===== config.mk =====
export PLATFORM = sky130hd
export DESIGN_NAME = gpio_cpu_irq_router
export DESIGN_NICKNAME = d
export VERILOG_FILES = /design/src/rtl/gpio_route_pkg.sv /design/src/rtl/gpio_route_ctrl.sv /design/src/rtl/gpio_route_datapath.sv /design/src/rtl/gpio_cpu_irq_router.sv
export SDC_FILE = /design/constraint.sdc
export NUM_CORES = 1
export LEC_CHECK = 0
export ABC_CLOCK_PERIOD_IN_PS = 2500
export BUFFER_PORTS_ARGS = -buffer_cell sky130_fd_sc_hd__buf_2
export CAP_MARGIN = 0
export CORE_MARGIN = 4
export CORE_UTILIZATION = 60
export DETAILED_ROUTE_END_ITERATION = 10
export PLACE_DENSITY_LB_ADDON = 0.15
export SLEW_MARGIN = 0
export SYNTH_ARGS = -nofsm -noshare
export SYNTH_HDL_FRONTEND = slang
export SYNTH_HIERARCHICAL = 1
export SYNTH_SLANG_ARGS = --single-unit

===== constraint.sdc =====
create_clock -name clk -period 2.5 [get_ports clk]
set_input_delay 0.125 -clock clk [delete_from_list [all_inputs] [get_ports clk]]
set_output_delay 0.125 -clock clk [all_outputs]
set_load 0.01 [all_outputs]

===== src/rtl/gpio_route_pkg.sv =====
package gpio_route_pkg;

  localparam int MAX_CPUS = 4;

  typedef enum logic [1:0] {
    KIND_NONE  = 2'd0,
    KIND_CAUSE = 2'd1,
    KIND_EDGE  = 2'd2,
    KIND_LEVEL = 2'd3
  } regKind_e;

  // Strobes from the address decoder to the register datapath
  typedef struct packed {
    logic [MAX_CPUS-1:0] causeWr;
    logic [MAX_CPUS-1:0] edgeWr;
    logic [MAX_CPUS-1:0] levelWr;
    regKind_e            rdKind;
    logic [1:0]          rdIdx;
  } regStrobe_t;

  // 0: one processor, 1: two processors, 2: four processors
  function automatic int cpusFor(input int layout);
    return (layout == 2) ? 4 : ((layout == 1) ? 2 : 1);
  endfunction

  function automatic int causeCopiesFor(input int layout);
    return (layout == 2) ? 4 : 1;
  endfunction

endpackage


===== src/rtl/gpio_route_ctrl.sv =====
module gpio_route_ctrl
  import gpio_route_pkg::*;
#(
  parameter int LAYOUT = 2,
  parameter int ADDR_W = 8
) (
  input  logic              clk,
  input  logic              rstN,
  input  logic              busSel,
  input  logic [ADDR_W-1:0] busAddr,
  input  logic              busWrEn,
  output regStrobe_t        stb
);

  localparam int NUM_CPUS = cpusFor(LAYOUT);

  localparam logic [ADDR_W-1:0] OFF_CAUSE  = ADDR_W'(8'h14);
  localparam logic [ADDR_W-1:0] OFF_EDGE0  = ADDR_W'(8'h18);
  localparam logic [ADDR_W-1:0] OFF_LEVEL0 = ADDR_W'(8'h1C);
  localparam logic [ADDR_W-1:0] OFF_EDGE1  = ADDR_W'(8'h30);
  localparam logic [ADDR_W-1:0] OFF_LEVEL1 = ADDR_W'(8'h34);

  regKind_e   hitKind;
  logic [1:0] hitIdx;

  generate
    if (LAYOUT == 2) begin : g_quad
      // Per-processor window: [5:4] picks the register kind, [3:2] the processor
      always_comb begin
        hitKind = KIND_NONE;
        hitIdx  = 2'd0;
        if (busSel && (busAddr[1:0] == 2'b00) && (busAddr[ADDR_W-1:6] == '0)) begin
          hitIdx = busAddr[3:2];
          case (busAddr[5:4])
            2'd0:    hitKind = KIND_CAUSE;
            2'd1:    hitKind = KIND_EDGE;
            2'd2:    hitKind = KIND_LEVEL;
            default: hitKind = KIND_NONE;
          endcase
        end
      end
    end else if (LAYOUT == 1) begin : g_dual
      always_comb begin
        hitKind = KIND_NONE;
        hitIdx  = 2'd0;
        if (!busSel) begin
          case (busAddr)
            OFF_CAUSE:  hitKind = KIND_CAUSE;
            OFF_EDGE0:  hitKind = KIND_EDGE;
            OFF_LEVEL0: hitKind = KIND_LEVEL;
            OFF_EDGE1:  begin hitKind = KIND_EDGE;  hitIdx = 2'd1; end
            OFF_LEVEL1: begin hitKind = KIND_LEVEL; hitIdx = 2'd1; end
            default:    hitKind = KIND_NONE;
          endcase
        end
      end
    end else begin : g_single
      always_comb begin
        hitKind = KIND_NONE;
        hitIdx  = 2'd0;
        if (!busSel) begin
          case (busAddr)
            OFF_CAUSE:  hitKind = KIND_CAUSE;
            OFF_EDGE0:  hitKind = KIND_EDGE;
            OFF_LEVEL0: hitKind = KIND_LEVEL;
            default:    hitKind = KIND_NONE;
          endcase
        end
      end
    end
  endgenerate

  always_comb begin
    stb        = '0;
    stb.rdKind = hitKind;
    stb.rdIdx  = hitIdx;
    if (busWrEn) begin
      case (hitKind)
        KIND_CAUSE: stb.causeWr[hitIdx] = 1'b1;
        KIND_EDGE:  stb.edgeWr[hitIdx]  = 1'b1;
        KIND_LEVEL: stb.levelWr[hitIdx] = 1'b1;
        default:    ;
      endcase
    end
  end

  AST_ONE_STROBE: assert property (@(posedge clk) disable iff (!rstN)
    $onehot0({stb.causeWr, stb.edgeWr, stb.levelWr}));

  AST_IDX_IN_RANGE: assert property (@(posedge clk) disable iff (!rstN)
    (stb.rdKind != KIND_NONE) |-> (int'(stb.rdIdx) < NUM_CPUS));

  AST_NO_WRITE_IDLE: assert property (@(posedge clk) disable iff (!rstN)
    !busWrEn |-> ({stb.causeWr, stb.edgeWr, stb.levelWr} == '0));

endmodule


===== src/rtl/gpio_route_datapath.sv =====
module gpio_route_datapath
  import gpio_route_pkg::*;
#(
  parameter int NUM_LINES = 32,
  parameter int GROUP_W   = 8,
  parameter int NUM_CPUS  = 4,
  parameter int NUM_CAUSE = 4
) (
  input  logic                              clk,
  input  logic                              rstN,
  input  regStrobe_t                        stb,
  input  logic [NUM_LINES-1:0]              busWrData,
  input  logic [NUM_LINES-1:0]              dataIn,
  input  logic [NUM_LINES-1:0]              edgePulse,
  output logic [NUM_LINES-1:0]              busRdData,
  output logic [NUM_CPUS*(NUM_LINES/GROUP_W)-1:0] irqOut
);

  localparam int NUM_GROUPS = NUM_LINES / GROUP_W;

  logic [NUM_LINES-1:0] causeQ     [NUM_CAUSE];
  logic [NUM_LINES-1:0] edgeMaskQ  [NUM_CPUS];
  logic [NUM_LINES-1:0] levelMaskQ [NUM_CPUS];
  logic [NUM_LINES-1:0] pendVec    [NUM_CPUS];

  genvar c, n, g;

  // Cause copies: edge pulses set bits, a write keeps only the bits written as one
  generate
    for (c = 0; c < NUM_CAUSE; c++) begin : g_cause
      always_ff @(posedge clk or negedge rstN) begin
        if (!rstN)                causeQ[c] <= '0;
        else if (stb.causeWr[c])  causeQ[c] <= (causeQ[c] & busWrData) | edgePulse;
        else                      causeQ[c] <= causeQ[c] | edgePulse;
      end

      AST_EDGE_STICKY: assert property (@(posedge clk) disable iff (!rstN)
        (|edgePulse) |=> ((causeQ[c] & $past(edgePulse)) == $past(edgePulse)));

      AST_CAUSE_HOLD: assert property (@(posedge clk) disable iff (!rstN)
        (!stb.causeWr[c] && (edgePulse == '0)) |=> $stable(causeQ[c]));

      AST_CLEAR_TAKES: assert property (@(posedge clk) disable iff (!rstN)
        stb.causeWr[c] |=> ((causeQ[c] & ~($past(busWrData) | $past(edgePulse))) == '0));
    end

    for (n = 0; n < NUM_CPUS; n++) begin : g_cpu
      localparam int CI = (NUM_CAUSE == 1) ? 0 : n;

      always_ff @(posedge clk or negedge rstN) begin
        if (!rstN) begin
          edgeMaskQ[n]  <= '0;
          levelMaskQ[n] <= '0;
        end else begin
          if (stb.edgeWr[n])  edgeMaskQ[n]  <= busWrData;
          if (stb.levelWr[n]) levelMaskQ[n] <= busWrData;
        end
      end

      assign pendVec[n] = (dataIn & levelMaskQ[n]) | (causeQ[CI] & edgeMaskQ[n]);

      for (g = 0; g < NUM_GROUPS; g++) begin : g_grp
        assign irqOut[n*NUM_GROUPS+g] = |pendVec[n][g*GROUP_W +: GROUP_W];
      end

      AST_MASK_HOLD: assert property (@(posedge clk) disable iff (!rstN)
        !stb.edgeWr[n] |=> $stable(edgeMaskQ[n]));

      AST_QUIET_WHEN_MASKED: assert property (@(posedge clk) disable iff (!rstN)
        ((edgeMaskQ[n] == '0) && (levelMaskQ[n] == '0))
          |-> (irqOut[n*NUM_GROUPS +: NUM_GROUPS] == '0));
    end
  endgenerate

  // Read-back multiplexer, selected by the decoder
  always_comb begin
    busRdData = '0;
    case (stb.rdKind)
      KIND_CAUSE: begin
        for (int k = 0; k < NUM_CAUSE; k++)
          if (stb.rdIdx == 2'(k)) busRdData = causeQ[k];
      end
      KIND_EDGE: begin
        for (int k = 0; k < NUM_CPUS; k++)
          if (stb.rdIdx == 2'(k)) busRdData = edgeMaskQ[k];
      end
      KIND_LEVEL: begin
        for (int k = 0; k < NUM_CPUS; k++)
          if (stb.rdIdx == 2'(k)) busRdData = levelMaskQ[k];
      end
      default: busRdData = '0;
    endcase
  end

endmodule


===== src/rtl/gpio_cpu_irq_router.sv =====
module gpio_cpu_irq_router
  import gpio_route_pkg::*;
#(
  parameter int LAYOUT    = 2,
  parameter int NUM_LINES = 32,
  parameter int GROUP_W   = 8,
  parameter int ADDR_W    = 8,
  localparam int NUM_CPUS   = cpusFor(LAYOUT),
  localparam int NUM_CAUSE  = causeCopiesFor(LAYOUT),
  localparam int NUM_GROUPS = NUM_LINES / GROUP_W
) (
  input  logic                           clk,
  input  logic                           rstN,
  input  logic [NUM_LINES-1:0]           dataIn,
  input  logic [NUM_LINES-1:0]           edgePulse,
  input  logic                           busSel,
  input  logic [ADDR_W-1:0]              busAddr,
  input  logic                           busWrEn,
  input  logic [NUM_LINES-1:0]           busWrData,
  output logic [NUM_LINES-1:0]           busRdData,
  output logic [NUM_CPUS*NUM_GROUPS-1:0] irqOut
);

  regStrobe_t stb;

  gpio_route_ctrl #(
    .LAYOUT (LAYOUT),
    .ADDR_W (ADDR_W)
  ) ctrl_i (
    .clk     (clk),
    .rstN    (rstN),
    .busSel  (busSel),
    .busAddr (busAddr),
    .busWrEn (busWrEn),
    .stb     (stb)
  );

  gpio_route_datapath #(
    .NUM_LINES (NUM_LINES),
    .GROUP_W   (GROUP_W),
    .NUM_CPUS  (NUM_CPUS),
    .NUM_CAUSE (NUM_CAUSE)
  ) dp_i (
    .clk       (clk),
    .rstN      (rstN),
    .stb       (stb),
    .busWrData (busWrData),
    .dataIn    (dataIn),
    .edgePulse (edgePulse),
    .busRdData (busRdData),
    .irqOut    (irqOut)
  );

endmodule


==> run metrics <==
Worst EP required=about 2.4 ns; max incr delay on CP=about 0.76 ns; Final Critical Period=around 2.4 ns; critical path launch point type=input port; Slowest-stage cell, CP=nor2b_4; Routed Antenna Nets=0; Synth Area per Inst=about 14 sq um; post-synthesis sequential area ratio=between 50% and 60%; asr flop ratio synth=between 90% and 100%; Worst Clk Skew=0 ns; number of synthesized flops with an enable pin=0; CTS tree=done; synthesized area=roughly 0.019 sq mm; IO Pins=156; routed via count=approximately 14000; worst hold-check path type=input port to flip-flop; LEAKAGE=0.00974 uW; max cap viols=0; Final setup viols=0; Yosys warning count=6; Synth Flop Type=dfrtp_1; post-DR wirelength/cell=between 20 and 30 um; largest net degree at the start of global routing=72; vias per inst=6.85; critical path type=input port to primary output; vias in the first global route=approximately 14000; htree depth=2; Synth cell types=32; Worst-Margin Slew=approximately 0.78 ns; max-slew violation count=0; initial antenna violation count=1; final hold viol count=0; WHS=0.0180 ns; GP Congestion=~0.96; worst path buffer plus inverter count=4; die area=~0.034 sq mm; total power=roughly 14000 uW; TritonCTS Buffers=42; #FFs+latches synth=~380; Root Buffer=clkbuf_16; syn_nets=around 1500; Post-Synthesis Cells=around 1400; fmax=between 400 and 500 MHz; Die H=~190 um; starting density of the core=between 60 and 70%; CP Cell Sequence=buf_2 -> inv_1 -> ha_1 -> inv_1 -> nor3_1 -> nor2b_4 -> a22oi_1 -> nand2_1 -> buf_2; DR iter-0 viols=between 1500 and 2000; PortBufs=155; synth-to-layout area growth=21.6%; DRT Pass-1 Iters=5; first-pass GRT wire length=about 86000 um; Net count, final=about 1700; Max Buffers Root-to-Sink=3; Core Rows=64; Filler cells=2047; Critical Path AT=2.32 ns; Routed Wire Length=approximately 57000 um; worst-skew pair later-pin latency=roughly 0.53 ns; DP HPWL=~38000 um; gr usage total=between 30% and 40%; fraction of final layout cells with drive strength greater than 1=between 40% and 50%; antenna cells=0; outcome=finished, final reports clean; Clock Pin Slew Worst Setup and Hold Paths=about 0.060 ns; final period utilization=a little over nine tenths; core area=around 0.031 sq mm; grt total ovfl=0; Worst setup EP type=primary output; PD cells=between 600 and 700 mW/mm^2; family with the most delay on the worst path=simple AND/OR/NAND/NOR gates; DR DRC count=0; worst slew margin relative to its limit=between 40% and 50%; # clock sinks=roughly 380; Max VDD drop=around 0.63 mV; Die W=~190 um; crit-path max FO=13
## what timing repair did
item / CTS / global route
setup endpoints to repair: 32 / 16
resized for setup: 6 / 6
gates cloned: 2 / 2
hold buffers: 63 / 0
endpoints found under the hold margin: 408 / 0
pin swaps: 1 / 1
buffers inserted: 3 / 6
## registers in the layout, indices dropped and copies added, names as in the netlist
name / flops
dp_i/causeQ: 128
dp_i/edgeMaskQ: 128
dp_i/levelMaskQ: 128
## cell families (layout without fill, tap and decap cells)
logic type	count (synthesis)	count (layout)	share of synthesized area [%]
buffers and inverters	117	384	2.70
adders and majority gates	2	2	0.133
DFF	384	384	51.0
AOI/OAI and AO/OA	290	290	12.4
and+or+nand+nor	235	236	6.97
muxes	352	352	26.8
## synth_stat cells, types with 2 or more instances
cell | n | share of area [%]
mux2_2 | 256 | 15
nand4_1 | 16 | 0.53
nor3_1 | 4 | 0.11
nand2_1 | 64 | 1.3
clkbuf_1 | 66 | 1.3
a221oi_1 | 64 | 3.0
ha_1 | 2 | 0.13
dfrtp_1 | 384 | 51
a22oi_1 | 31 | 1.2
inv_1 | 5 | 0.10
buf_1 | 26 | 0.52
a22o_1 | 64 | 3.0
buf_2 | 12 | 0.32
nor4_1 | 12 | 0.40
a21o_1 | 128 | 5.1
nor2b_1 | 2 | 0.066
buf_4 | 4 | 0.16
nand2b_1 | 129 | 4.3
mux4_2 | 96 | 11
buf_6 | 3 | 0.18
## final timing paths
| path | startpoint | end | slack [ns] | cells past startpoint |
|---|---|---|---|---|
| setup / recovery | busAddr[4] | busRdData[28] | 0.06 | 9 |
| hold / removal | busWrData[11] | dp_i/levelMaskQ[107]$_DFFE_PN0P_ | 0.02 | 2 |
| setup reg to reg | dp_i/levelMaskQ[17]$_DFFE_PN0P_ | dp_i/levelMaskQ[17]$_DFFE_PN0P_ | 1.65 | 1 |
| hold reg to reg | dp_i/causeQ[22]$_DFF_PN0_ | dp_i/causeQ[22]$_DFF_PN0_ | 0.51 | 1 |
| max in group asynchronous | rstN | dp_i/edgeMaskQ[89]$_DFFE_PN0P_ | 1.54 | 3 |
| min in group asynchronous | rstN | dp_i/causeQ[38]$_DFF_PN0_ | 0.14 | 2 |
## where the power goes
part | leakage, uW | total, uW | internal [uW] | switching [uW]
Clock | 0.000738 | 6570 | 4030 | 2540
Combinational | 0.00433 | 1140 | 522 | 618
Sequential | 0.00467 | 6460 | 6340 | 116
## through the flow
stage	area [sq um]	instances	worst slack (ns)	setup TNS [ns]	util [%]
6_report	22900	2044	0.0576	0	74.5
5_1_grt	22900	2044	-0.0239	-0.0641	74.5
4_1_cts	22800	2036	0.0409	0	74.0
3_5_place_dp	20600	1891	-0.122	-2.13	66.9
3_3_place_gp	20600	1891	-0.115	-1.35	66.9
2_1_floorplan	18800	1380	0.333	0	-
## routing by layer
metal	part of all wire, %	up-vias	global-route usage [%]
met5	0.023	-	0
met4	3.4	2	10.2
met3	9.1	166	7.25
met2	47	843	51.5
met1	40	7240	47.3
li1	-	5752	-
## layout make-up
cell class | count | area [sq um] | share of cell area (%)
clock buffers | 59 | 1260 | 5.50
clock inverters | 18 | 221 | 0.967
inverters | 5 | 18.8 | 0.0819
multi-input cells | 880 | 8880 | 38.8
flip-flops and latches | 384 | 9610 | 42.0
well taps | 396 | 495 | 2.16
repair buffers | 302 | 2420 | 10.6
## cells in the final DEF (no fill, tap or decap), drive strengths merged, types with 6 or more instances in the layout
cell	n
dfrtp	384
mux2	256
buf	237
nand2b	129
a21o	128
mux4	96
nand2	64
a22o	64
a221oi	64
dlygate4sd3	63
clkbuf	61
a22oi	32
nand4	16
nor4	12
clkinv	11
inv	6
(Power assumes the default switching activity.)
